--- src/rtl/io_win_pkg.sv ---
package io_win_pkg;
  localparam int CFG_AW   = 8;
  localparam int CFG_DW   = 8;
  localparam int CAP_W    = 4;
  localparam int NIB_W    = CFG_DW - CAP_W;
  localparam int HALF_W   = 16;
  localparam int GRAN_W   = HALF_W - NIB_W;
  localparam int ADDR_W   = 32;
  localparam int UP_W     = ADDR_W - HALF_W;
  localparam int UP_BYTES = UP_W / CFG_DW;
  localparam int BIDX_W   = (UP_BYTES > 1) ? $clog2(UP_BYTES) : 1;

  // write strobes from control to datapath
  typedef struct packed {
    logic                baseNib;
    logic                limitNib;
    logic [UP_BYTES-1:0] baseUp;
    logic [UP_BYTES-1:0] limitUp;
  } winStb_t;

  // read select from control to datapath
  typedef struct packed {
    logic              selBase;
    logic              selLimit;
    logic              selUpBase;
    logic              selUpLimit;
    logic [BIDX_W-1:0] byteIdx;
  } winSel_t;
endpackage

--- src/rtl/io_win_ctrl.sv ---
module io_win_ctrl
  import io_win_pkg::*;
#(
  parameter logic [CFG_AW-1:0] BASE_OFF   = 8'h1C,
  parameter logic [CFG_AW-1:0] LIMIT_OFF  = 8'h1D,
  parameter logic [CFG_AW-1:0] UBASE_OFF  = 8'h30,
  parameter logic [CFG_AW-1:0] ULIMIT_OFF = 8'h32
) (
  input  logic              clk,
  input  logic              rstN,
  input  logic [CFG_AW-1:0] cfgAddr,
  input  logic              cfgWrEn,
  output winStb_t           stb,
  output winSel_t           sel
);
  logic [CFG_AW-1:0] ubDiff;
  logic [CFG_AW-1:0] ulDiff;

  always_comb begin
    ubDiff = cfgAddr - UBASE_OFF;
    ulDiff = cfgAddr - ULIMIT_OFF;
    sel = '0;
    sel.selBase  = (cfgAddr == BASE_OFF);
    sel.selLimit = (cfgAddr == LIMIT_OFF);
    if (cfgAddr >= UBASE_OFF && ubDiff < CFG_AW'(UP_BYTES)) begin
      sel.selUpBase = 1'b1;
      sel.byteIdx   = ubDiff[BIDX_W-1:0];
    end else if (cfgAddr >= ULIMIT_OFF && ulDiff < CFG_AW'(UP_BYTES)) begin
      sel.selUpLimit = 1'b1;
      sel.byteIdx    = ulDiff[BIDX_W-1:0];
    end
  end

  always_comb begin
    stb = '0;
    stb.baseNib  = cfgWrEn && sel.selBase;
    stb.limitNib = cfgWrEn && sel.selLimit;
    for (int i = 0; i < UP_BYTES; i++) begin
      stb.baseUp[i]  = cfgWrEn && sel.selUpBase  && (sel.byteIdx == BIDX_W'(i));
      stb.limitUp[i] = cfgWrEn && sel.selUpLimit && (sel.byteIdx == BIDX_W'(i));
    end
  end

  AST_ONE_STROBE: assert property (@(posedge clk) disable iff (!rstN)
    $onehot0(stb));

  AST_IDLE_NO_STROBE: assert property (@(posedge clk) disable iff (!rstN)
    !cfgWrEn |-> (stb == '0));
endmodule

--- src/rtl/io_win_dp.sv ---
module io_win_dp
  import io_win_pkg::*;
#(
  parameter logic [CAP_W-1:0] CAP_CODE = 4'h1
) (
  input  logic              clk,
  input  logic              rstN,
  input  winStb_t           stb,
  input  winSel_t           sel,
  input  logic [CFG_DW-1:0] cfgWrData,
  input  logic [ADDR_W-1:0] ioAddr,
  output logic [CFG_DW-1:0] cfgRdData,
  output logic              ioClaim
);
  logic [NIB_W-1:0]               baseNib;
  logic [NIB_W-1:0]               limitNib;
  logic [UP_BYTES-1:0][CFG_DW-1:0] upBase;
  logic [UP_BYTES-1:0][CFG_DW-1:0] upLimit;
  logic [ADDR_W-1:0]              baseFull;
  logic [ADDR_W-1:0]              limitFull;

  always_ff @(posedge clk or negedge rstN) begin
    if (!rstN) begin
      baseNib  <= '0;
      limitNib <= '0;
    end else begin
      if (stb.baseNib)  baseNib  <= cfgWrData[CFG_DW-1:CAP_W];
      if (stb.limitNib) limitNib <= cfgWrData[CFG_DW-1:CAP_W];
    end
  end

  for (genvar b = 0; b < UP_BYTES; b++) begin : g_up
    always_ff @(posedge clk or negedge rstN) begin
      if (!rstN) begin
        upBase[b]  <= '0;
        upLimit[b] <= '0;
      end else begin
        if (stb.baseUp[b])  upBase[b]  <= cfgWrData;
        if (stb.limitUp[b]) upLimit[b] <= cfgWrData;
      end
    end
  end

  // window assembly: 4 KB pages, bottom zero-filled, top one-filled
  assign baseFull  = {upBase,  baseNib,  {GRAN_W{1'b0}}};
  assign limitFull = {upLimit, limitNib, {GRAN_W{1'b1}}};

  // an inverted window fails one of the two bounds on its own
  assign ioClaim = (ioAddr >= baseFull) && (ioAddr <= limitFull);

  always_comb begin
    cfgRdData = '0;
    if (sel.selBase)         cfgRdData = {baseNib, CAP_CODE};
    else if (sel.selLimit)   cfgRdData = {limitNib, CAP_CODE};
    else if (sel.selUpBase)  cfgRdData = upBase[sel.byteIdx];
    else if (sel.selUpLimit) cfgRdData = upLimit[sel.byteIdx];
  end

  AST_NIB_WRITE: assert property (@(posedge clk) disable iff (!rstN)
    stb.baseNib |=> (baseNib == $past(cfgWrData[CFG_DW-1:CAP_W])));

  AST_NIB_HOLD: assert property (@(posedge clk) disable iff (!rstN)
    !stb.limitNib |=> $stable(limitNib));

  AST_CAP_READ: assert property (@(posedge clk) disable iff (!rstN)
    (sel.selBase || sel.selLimit) |-> (cfgRdData[CAP_W-1:0] == CAP_CODE));

  AST_UNMAPPED_ZERO: assert property (@(posedge clk) disable iff (!rstN)
    !(sel.selBase || sel.selLimit || sel.selUpBase || sel.selUpLimit)
      |-> (cfgRdData == '0));

  AST_EMPTY_WINDOW: assert property (@(posedge clk) disable iff (!rstN)
    (baseFull > limitFull) |-> !ioClaim);

  AST_CLAIM_STEADY: assert property (@(posedge clk) disable iff (!rstN)
    ($stable(ioAddr) && ($past(stb) == '0)) |-> $stable(ioClaim));
endmodule

--- src/rtl/io_window_decoder.sv ---
module io_window_decoder
  import io_win_pkg::*;
#(
  parameter logic [CFG_AW-1:0] BASE_OFF   = 8'h1C,
  parameter logic [CFG_AW-1:0] LIMIT_OFF  = 8'h1D,
  parameter logic [CFG_AW-1:0] UBASE_OFF  = 8'h30,
  parameter logic [CFG_AW-1:0] ULIMIT_OFF = 8'h32,
  parameter logic [CAP_W-1:0]  CAP_CODE   = 4'h1
) (
  input  logic              clk,
  input  logic              rstN,
  input  logic [CFG_AW-1:0] cfgAddr,
  input  logic              cfgWrEn,
  input  logic [CFG_DW-1:0] cfgWrData,
  output logic [CFG_DW-1:0] cfgRdData,
  input  logic [ADDR_W-1:0] ioAddr,
  output logic              ioClaim
);
  winStb_t stb;
  winSel_t sel;

  io_win_ctrl #(
    .BASE_OFF(BASE_OFF), .LIMIT_OFF(LIMIT_OFF),
    .UBASE_OFF(UBASE_OFF), .ULIMIT_OFF(ULIMIT_OFF)
  ) u_ctrl (
    .clk(clk), .rstN(rstN), .cfgAddr(cfgAddr), .cfgWrEn(cfgWrEn),
    .stb(stb), .sel(sel)
  );

  io_win_dp #(.CAP_CODE(CAP_CODE)) u_dp (
    .clk(clk), .rstN(rstN), .stb(stb), .sel(sel), .cfgWrData(cfgWrData),
    .ioAddr(ioAddr), .cfgRdData(cfgRdData), .ioClaim(ioClaim)
  );
endmodule

--- config.mk ---
export PLATFORM = sky130hd
export DESIGN_NAME = io_window_decoder
export DESIGN_NICKNAME = d
export VERILOG_FILES = /design/src/rtl/io_win_pkg.sv /design/src/rtl/io_win_ctrl.sv /design/src/rtl/io_win_dp.sv /design/src/rtl/io_window_decoder.sv
export SDC_FILE = /design/constraint.sdc
export NUM_CORES = 1
export LEC_CHECK = 0
export ABC_AREA = 0
export BUFFER_PORTS_ARGS = -buffer_cell sky130_fd_sc_hd__buf_2
export CAP_MARGIN = 10
export CORE_MARGIN = 2
export CORE_UTILIZATION = 50
export CTS_CLUSTER_DIAMETER = 120
export CTS_CLUSTER_SIZE = 30
export DETAILED_ROUTE_END_ITERATION = 6
export PLACE_DENSITY = 0.74
export SETUP_SLACK_MARGIN = 0.02
export SKIP_LAST_GASP = 1
export SLEW_MARGIN = 10
export SYNTH_ARGS = -nofsm -noshare
export SYNTH_HDL_FRONTEND = slang
export SYNTH_SLANG_ARGS = --single-unit
--- constraint.sdc ---
create_clock -name clk -period 4.5 [get_ports clk]
set_input_delay 0.9 -clock clk [delete_from_list [all_inputs] [get_ports clk]]
set_output_delay 0.9 -clock clk [all_outputs]
set_load 0.02 [all_outputs]
==> results of run 1 <==
[metrics by stage]
step	instance area (um2)	instances	util [%]	worst slack (ns)
2_1_floorplan	2940	294	-	1.20
3_5_place_dp	3310	422	59.4	0.997
4_1_cts	3390	429	60.8	0.995
6_report	3390	429	60.8	0.955
3_3_place_gp	3310	422	59.4	1.02
5_1_grt	3390	429	60.8	0.852
[layer usage]
| metal | vias to the layer above | share of wire, % | routed length, um | global-route usage, % |
|---|---|---|---|---|
| li1 | 1191 | - | - | - |
| met4 | 0 | 1.4 | 102 | 7.29 |
| met2 | 60 | 47 | 3370 | 39.1 |
| met1 | 1159 | 46 | 3360 | 33.6 |
| met5 | - | 0 | 0 | 0 |
| met3 | 11 | 5.5 | 399 | 4.16 |
[state kept, by name, indices dropped and copies added (netlist names)]
register        count
u_dp.limitFull     16
u_dp.limitNib       4
u_dp.baseNib        4
u_dp.baseFull      16
[final timing paths]
kind                                    start  slack (ns)                  to  cells after the start
min in group asynchronous                rstN        0.75   u_dp.baseFull[31]                      1
max reg2reg                u_dp.limitFull[16]        3.70  u_dp.limitFull[16]                      1
min                         u_dp.baseFull[23]        0.51   u_dp.baseFull[23]                      1
max                                ioAddr[14]        0.95             ioClaim                      9
min reg2reg                 u_dp.baseFull[23]        0.51   u_dp.baseFull[23]                      1
max in group asynchronous                rstN        3.17  u_dp.limitFull[26]                      1
[cells by family after synthesis]
family          count (synthesis)
mux                            49
xor+xnor                        1
fa+ha+maj                      42
flops                          40
simple gates                   60
buf+inv                        47
compound gates                 55
[layout by cell type (no fill, tap or decap), types with 5 or more instances in the layout]
| master | count |
|---|---|
| a21o_1 | 7 |
| a21oi_1 | 20 |
| buf_2 | 59 |
| clkbuf_8 | 5 |
| dfrtp_1 | 40 |
| ha_1 | 42 |
| inv_1 | 43 |
| mux2_2 | 40 |
| mux2i_1 | 9 |
| nand2_1 | 15 |
| nand3_1 | 9 |
| nand4_1 | 9 |
| nor2_1 | 7 |
| o21ai_0 | 10 |
| o22ai_1 | 6 |
[power groups by stage]
stage	Combinational, W	Sequential [W]	Clock, W
final	0.000166	0.000391	0.000230
after global routing	0.000190	0.000393	0.000257
after CTS	0.000167	0.000390	0.000240
after detailed placement	0.000166	0.000397	0
after global placement	0.000160	0.000396	0
after floorplan	0.0000993	0.000393	0
[cell type report]
class / instances / area, um2
Clock buffer: 5 / 68.8
Clock inverter: 2 / 12.5
Fill cell: 523 / 2180
Inverter: 44 / 165
Multi-Input combinational cell: 207 / 1760
Sequential cell: 40 / 1000
Tap cell: 72 / 90.1
Timing Repair Buffer: 59 / 295
==> impl_metrics.env, run 1 <==
export IMPL_synth_xor_area_share_pct=0.298
export IMPL_yosysTopAreaCell="dfrtp_1"
export IMPL_rows=27
export IMPL_cp_buffers_inverters=2
export IMPL_cts_tree="done"
export IMPL_slew_violations=0
export IMPL_grt_max_degree=41
export IMPL_ys_top_cells_by_count="43 x inv_1, 42 x ha_1, 40 x dfrtp_1, 40 x mux2_2, 20 x a21oi_1"
export IMPL_holdBufCountCts=0
export IMPL_report_final_setup_viol=0
export IMPL_fmax_mhz=282
export IMPL_clkTransAtPathRegs_ns=0.07
export IMPL_worstPathCellList="buf_2 > ha_1 > o21ai_0 > a21oi_1 > a311oi_1 > o21ai_0 > a221oi_1 > a2bb2oi_1 > buf_2"
export IMPL_power_internal_w=0.000559
export IMPL_status="completed"
export IMPL_p_comb_share_pct=21.1
export IMPL_cpLargestDelayFamily="compound AO/OA/AOI/OAI gates"
export IMPL_grt_pass1_vias=2387
export IMPL_ys_flop_type="dfrtp_1"
export IMPL_core_region_area_mm2=0.00557
export IMPL_synth_compound_area_share_pct=11.5
export IMPL_finalWeightedCongestion=0.926
export IMPL_ant_nets=0
export IMPL_antenna_found_initial=0
export IMPL_p_switching_w=0.000228
export IMPL_grt_pass1_wl_um=11800
export IMPL_dp_hpwl_um=5710
export IMPL_synth_edf_count=0
export IMPL_hp_class="register to register"
export IMPL_synth_area_mux_share_pct=18.4
export IMPL_synth_nets=387
export IMPL_p_seq_share_pct=49.6
export IMPL_worstMarginPinSlew_ns=0.932
export IMPL_die_y_um=80.6
export IMPL_drv_cap=0
export IMPL_cts_resized=0
export IMPL_ys_seq_area_share_pct=34.1
export IMPL_cts_made_buffers=5
export IMPL_crit_slowest_cell="a311oi_1"
export IMPL_synth_fa_ha_area_share_pct=17.9
export IMPL_portBuffers=59
export IMPL_crit_required_ns=3.60
export IMPL_critPathArrivalTime_ns=2.65
export IMPL_finalPower_w=0.000787
export IMPL_die_area_mm2=0.00650
export IMPL_h_tree_depth=2
export IMPL_power_density_mw_per_mm2=232
export IMPL_rsz0062_at_grt="false"
export IMPL_setup_tns_final_ns=0
export IMPL_num_vias=2421
export IMPL_synthTopCellsByArea="dfrtp_1 34%, ha_1 18%, mux2_2 15%, inv_1 5.5%, a21oi_1 3.4%"
export IMPL_grt_usage_pct=24.4
export IMPL_start_kind="input pin"
export IMPL_final_nets=450
export IMPL_clock_sinks=40
export IMPL_synthCells=294
export IMPL_yosysUniqueCellTypes=37
export IMPL_routed_wl_um=7230
export IMPL_via_per_inst=5.64
export IMPL_synthSimpleGateAreaFrac_pct=11.8
export IMPL_synth_top_area_share_pct=34.1
export IMPL_yosysMostFrequentCell="inv_1"
export IMPL_drt_iter0_drc=127
export IMPL_diodes=0
export IMPL_synthesis_area_mm2=0.00294
export IMPL_yosysWarnings=0
export IMPL_synth_avg_cell_area_um2=9.98
export IMPL_hold_viol_final=0
export IMPL_async_reset_ff_share_pct=100
export IMPL_grt_overflow=0
export IMPL_period_needed_ns=3.55
export IMPL_switching_share_pct=29.0
export IMPL_fin_crit_sh_pct=78.8
export IMPL_cp_max_fo=2
export IMPL_slew_headroom_pct=37.9
export IMPL_clk_latency_ns=0.29
export IMPL_p_leak_nw=1.65
export IMPL_area_growth_pct=15.5
export IMPL_start_util_pct=52.7
export IMPL_final_layout_size_suffix_gt1_share_pct=31.1
export IMPL_dr_pass1_iters=4
export IMPL_synth_seq_cells=40
export IMPL_hold_ws_ns=0.511
export IMPL_wl_per_cell_um=16.9
export IMPL_clock_path_buffers=2
export IMPL_clkPwrFrac_pct=29.2
export IMPL_ios=60
export IMPL_cpPeakStageDelay_ns=0.32
export IMPL_crit_type="input pin to primary output"
export IMPL_post_cts_buffers=0
export IMPL_die_x_um=80.6
export IMPL_root_buffer="clkbuf_8"
export IMPL_cp_end_kind="primary output"
export IMPL_synth_top_family_by_area="multiplexers"
export IMPL_max_vdd_ir_drop_mv=0.187
export IMPL_drc=0
export IMPL_skew_ns=0
No activity file was read; power rests on OpenSTA's default activity.
==> run 2: changes to the inputs <==
--- a/config.mk
+++ b/config.mk
@@ -13,7 +13,7 @@
 export CTS_CLUSTER_DIAMETER = 120
 export CTS_CLUSTER_SIZE = 30
 export DETAILED_ROUTE_END_ITERATION = 6
-export PLACE_DENSITY = 0.74
+export PLACE_DENSITY = 0.77
 export SETUP_SLACK_MARGIN = 0.02
 export SKIP_LAST_GASP = 1
 export SLEW_MARGIN = 10
==> constraint.sdc (replaced) <==
create_clock -name clk -period 3 [get_ports clk]
set_input_delay 0.6 -clock clk [delete_from_list [all_inputs] [get_ports clk]]
set_output_delay 0.6 -clock clk [all_outputs]
set_load 0.02 [all_outputs]
==> impl_metrics.env, run 2 (synthesis results as in run 1) <==
export IMPL_portBuffers=59
export IMPL_crit_type="input pin to primary output"
export IMPL_cp_end_kind="primary output"
export IMPL_die_y_um=80.6
export IMPL_via_per_inst=5.61
export IMPL_crit_required_ns=2.40
export IMPL_core_region_area_mm2=0.00557
export IMPL_drc=0
export IMPL_hold_ws_ns=0.409
export IMPL_worstMarginPinSlew_ns=0.895
export IMPL_dp_hpwl_um=5580
export IMPL_num_vias=2424
export IMPL_grt_pass1_vias=2435
export IMPL_antenna_found_initial=0
export IMPL_final_area_mm2=0.00345
export IMPL_slew_headroom_pct=40.4
export IMPL_final_layout_size_suffix_gt1_share_pct=32.5
export IMPL_cp_max_fo=2
export IMPL_power_density_mw_per_mm2=375
export IMPL_grt_max_degree=41
export IMPL_grt_overflow=0
export IMPL_die_x_um=80.6
export IMPL_mostFrequentLayoutCells="59 x buf_2, 43 x inv_1, 42 x ha_1"
export IMPL_die_area_mm2=0.00650
export IMPL_fmax_mhz=350
export IMPL_finalWeightedCongestion=0.918
export IMPL_hold_viol_final=0
export IMPL_skew_ns=0
export IMPL_finalPower_w=0.00129
export IMPL_setup_tns_final_ns=0
export IMPL_critPathArrivalTime_ns=2.25
export IMPL_area_growth_pct=17.7
export IMPL_status="completed"
export IMPL_max_vdd_ir_drop_mv=0.257
export IMPL_drv_cap=0
export IMPL_placed_cell_area_mm2=0.00332
export IMPL_period_needed_ns=2.85
export IMPL_cts_tree="done"
export IMPL_fin_crit_sh_pct=95.1
export IMPL_root_buffer="clkbuf_8"
export IMPL_clk_latency_ns=0.29
export IMPL_rsz0062_at_grt="false"
export IMPL_hp_class="input pin to asynchronous set/reset pin"
export IMPL_report_final_setup_viol=0
export IMPL_slew_violations=0
export IMPL_clock_sinks=40
export IMPL_routed_wl_um=7080
export IMPL_drt_iter0_drc=124
export IMPL_start_util_pct=52.7
export IMPL_grt_usage_pct=23.6
export IMPL_clkTransAtPathRegs_ns=0.09
export IMPL_p_leak_nw=1.68
export IMPL_start_kind="input pin"
export IMPL_holdBufCountCts=0
export IMPL_cts_made_buffers=5
export IMPL_h_tree_depth=2
export IMPL_rows=27
export IMPL_final_nets=452
export IMPL_ios=60
export IMPL_final_common_cell="buf_2"
export IMPL_grt_pass1_wl_um=11500
export IMPL_diodes=0
export IMPL_dr_pass1_iters=4
export IMPL_clock_path_buffers=2
export IMPL_ant_nets=0
export IMPL_wl_per_cell_um=16.4
[run 2: where the power goes]
group	switching [W]	internal, W	total, W
Clock	0.000209	0.000246	0.000456
Combinational	0.000136	0.000117	0.000253
Sequential	0.0000200	0.000565	0.000585
Total	0.000365	0.000929	0.00129
[run 2: metrics by stage]
stage          cells  setup slack (ns)  utilization [%]
2_1_floorplan    294             0.298                -
3_3_place_gp     424             0.121             59.6
3_5_place_dp     424            0.0841             59.6
4_1_cts          432            0.0648             61.6
5_1_grt          432            0.0137             62.0
6_report         432             0.146             62.0
[run 2: final timing paths]
kind	from	end	slack, ns	depth (start not counted)
hold reg to reg	u_dp.baseFull[16]	u_dp.baseFull[16]	0.51	1
max in group asynchronous	rstN	u_dp.baseFull[22]	2.02	1
setup reg to reg	u_dp.baseFull[30]	u_dp.baseFull[30]	2.19	1
min in group clk	u_dp.baseFull[16]	u_dp.baseFull[16]	0.51	1
hold / removal	rstN	u_dp.baseFull[25]	0.41	1
setup / recovery	ioAddr[14]	ioClaim	0.15	9
[run 2: repair_timing]
action                                  4_1_cts  5_1_grt
endpoints found under the setup margin        0        1
endpoints found under the hold margin         0        0
setup buffers                                 0        0
gates resized for setup                       0        4
[run 2: cell type report]
type	instances	area, um2
Inverter	44	165
Multi-Input combinational cell	207	1780
Clock inverter	3	42.5
Sequential cell	40	1000
Timing Repair Buffer	61	310
Clock buffer	5	68.8
Tap cell	72	90.1
Fill cell	474	2120
[run 2: layer usage]
metal	share of wire (%)	track usage [%]	routed length, um	vias to the layer above
li1	-	-	-	1195
met4	2.0	7.63	140	0
met5	0	0	0	-
met1	46	31.8	3270	1156
met3	5.4	4.49	382	12
met2	46	38.2	3280	61
[run 2: critical path, stage by stage]
cell and delay [ns]:
buf_2 0.11, ha_1 0.30, o21ai_0 0.15, a21oi_1 0.06, a311oi_1 0.36, o21ai_0 0.16
a221oi_2 0.26, a2bb2oi_2 0.09, buf_2 0.17
==> run 3: changes to the inputs <==
--- a/config.mk
+++ b/config.mk
@@ -10,10 +10,10 @@
 export CAP_MARGIN = 10
 export CORE_MARGIN = 2
 export CORE_UTILIZATION = 50
-export CTS_CLUSTER_DIAMETER = 120
+export CTS_CLUSTER_DIAMETER = 150
 export CTS_CLUSTER_SIZE = 30
 export DETAILED_ROUTE_END_ITERATION = 6
-export PLACE_DENSITY = 0.77
+export PLACE_DENSITY = 0.8
 export SETUP_SLACK_MARGIN = 0.02
 export SKIP_LAST_GASP = 1
 export SLEW_MARGIN = 10
==> impl_metrics.env, run 3 (synthesis results as in run 1) <==
export IMPL_status="completed"
export IMPL_slew_violations=0
export IMPL_die_area_mm2=0.00650
export IMPL_grt_pass1_wl_um=11700
export IMPL_dp_hpwl_um=5830
export IMPL_r2r_end="u_dp.limitFull[18]"
export IMPL_fmax_mhz=350
export IMPL_crit_slowest_cell="nand3_1"
export IMPL_cp_end_kind="primary output"
export IMPL_antenna_found_initial=0
export IMPL_p_seq_share_pct=45.2
export IMPL_finalPower_w=0.00129
export IMPL_final_nets=455
export IMPL_start_kind="input pin"
export IMPL_finalWeightedCongestion=0.930
export IMPL_cts_made_buffers=5
export IMPL_grt_max_degree=41
export IMPL_holdBufCountCts=0
export IMPL_p_leak_nw=1.70
export IMPL_diodes=0
export IMPL_grt_overflow=0
export IMPL_clk_latency_ns=0.30
export IMPL_via_per_inst=5.63
export IMPL_p_switching_w=0.000362
export IMPL_rsz0062_at_grt="false"
export IMPL_reg2reg_slack_ns=2.11
export IMPL_worstMarginPinSlew_ns=0.896
export IMPL_die_x_um=80.6
export IMPL_ios=60
export IMPL_wl_per_cell_um=17.0
export IMPL_grt_pass1_vias=2472
export IMPL_switching_share_pct=28.0
export IMPL_multi_input_area_mm2=0.00178
export IMPL_crit_required_ns=2.40
export IMPL_core_region_area_mm2=0.00557
export IMPL_clock_sinks=40
export IMPL_hold_ws_ns=0.419
export IMPL_postLayoutCoreUtil_pct=62.4
export IMPL_final_common_cell="buf_2"
export IMPL_max_vdd_ir_drop_mv=0.228
export IMPL_final_layout_size_suffix_gt1_share_pct=33.1
export IMPL_report_final_setup_viol=0
export IMPL_hp_class="input pin to asynchronous set/reset pin"
export IMPL_portBuffers=59
export IMPL_worstPathCellList="buf_2 > inv_1 > ha_1 > xor2_1 > nor3b_1 > nand3_1 > inv_2 > a21oi_1 > nor2_1 > buf_2"
export IMPL_drt_iter0_drc=127
export IMPL_crit_type="input pin to primary output"
export IMPL_worst_slack_ns=0.141
export IMPL_cpPeakStageDelay_ns=0.30
export IMPL_grt_usage_pct=24.4
export IMPL_dp_slack_ns=0.0647
export IMPL_setup_tns_final_ns=0
export IMPL_cts_tree="done"
export IMPL_routed_wl_um=7410
export IMPL_r2r_cells=2
export IMPL_clkPwrFrac_pct=34.6
export IMPL_root_buffer="clkbuf_8"
export IMPL_fin_crit_sh_pct=95.3
export IMPL_die_y_um=80.6
export IMPL_drv_cap=0
export IMPL_worstSetupEndpoint="cfgRdData[7]"
export IMPL_critPathArrivalTime_ns=2.26
export IMPL_rows=27
export IMPL_period_needed_ns=2.86
export IMPL_h_tree_depth=2
export IMPL_power_internal_w=0.000932
export IMPL_hold_viol_final=0
export IMPL_cp_max_fo=5
export IMPL_skew_ns=0
export IMPL_seq_area_mm2=0.00100
export IMPL_clock_path_buffers=2
export IMPL_area_growth_pct=18.5
export IMPL_mostFrequentLayoutCells="58 x buf_2, 43 x inv_1, 42 x ha_1"
export IMPL_filler_cell_count=487
export IMPL_crit_top_cell="buf_2"
export IMPL_r2r_start="u_dp.limitFull[18]"
export IMPL_start_util_pct=52.7
export IMPL_p_comb_share_pct=20.2
export IMPL_drc=0
export IMPL_dr_pass1_iters=4
export IMPL_num_vias=2448
export IMPL_ant_nets=0
export IMPL_cp_startpoint="cfgAddr[1]"
export IMPL_clkTransAtPathRegs_ns=0.08
export IMPL_power_density_mw_per_mm2=372
export IMPL_slew_headroom_pct=40.3
==> run 3: changes by cell type in the layout (fill, tap and decap cells not counted), sizes merged <==
cell  change
buf       +3
==> run 3: what timing repair did <==
action                                  4_1_cts  5_1_grt
gates resized for setup                       0        5
endpoints found under the setup margin        0        1
setup buffers                                 0        1
==> run 3: worst min-delay path by stage <==
stage | cells past startpoint | startpoint | end | slack (ns)
global route | 1 | rstN | u_dp.baseFull[30] | 0.49
global placement | 1 | u_dp.baseFull[29] | u_dp.baseFull[29] | 0.49
detailed placement | 1 | u_dp.baseFull[29] | u_dp.baseFull[29] | 0.49
finish | 1 | rstN | u_dp.baseFull[25] | 0.42
floorplan | 0 | rstN | u_dp.baseFull[16] | 0.30
CTS | 1 | rstN | u_dp.limitFull[28] | 0.46
==> run 3: stage by stage <==
stage | std cells | cell area (um2)
3_3_place_gp | 426 | 3340
4_1_cts | 434 | 3450
5_1_grt | 435 | 3480
3_5_place_dp | 426 | 3340
6_report | 435 | 3480
2_1_floorplan | 294 | 2940
==> run 3: worst max-delay path: cells and delay by family <==
kind | cells | cell delay (ns)
buf+inv | 4 | 0.63
simple gates | 3 | 0.61
fa+ha+maj | 1 | 0.20
xor+xnor | 1 | 0.14
compound gates | 1 | 0.06
==> run 3: cell type report <==
class	count	area share, %
Multi-Input combinational cell	207	51.1
Sequential cell	40	28.8
Timing Repair Buffer	64	9.64
Inverter	44	4.75
Tap cell	72	2.59
Clock buffer	5	1.98
Clock inverter	3	1.22
==> run 3: power groups by stage <==
stage | registers [W] | logic [W] | clock network (W)
2_1_floorplan | 0.000589 | 0.000149 | 0
3_3_place_gp | 0.000594 | 0.000239 | 0
3_5_place_dp | 0.000596 | 0.000251 | 0
4_1_cts | 0.000585 | 0.000255 | 0.000453
5_1_grt | 0.000589 | 0.000297 | 0.000481
6_report | 0.000585 | 0.000262 | 0.000447
==> run 3: routing by layer <==
layer  track usage [%]  share of wire [%]  up-vias
li1                  -                  -     1198
met1              30.9                 43     1163
met2              41.6                 50       73
met3              4.38                5.2       14
met4              8.31                1.8        0
met5                 0                  0        -
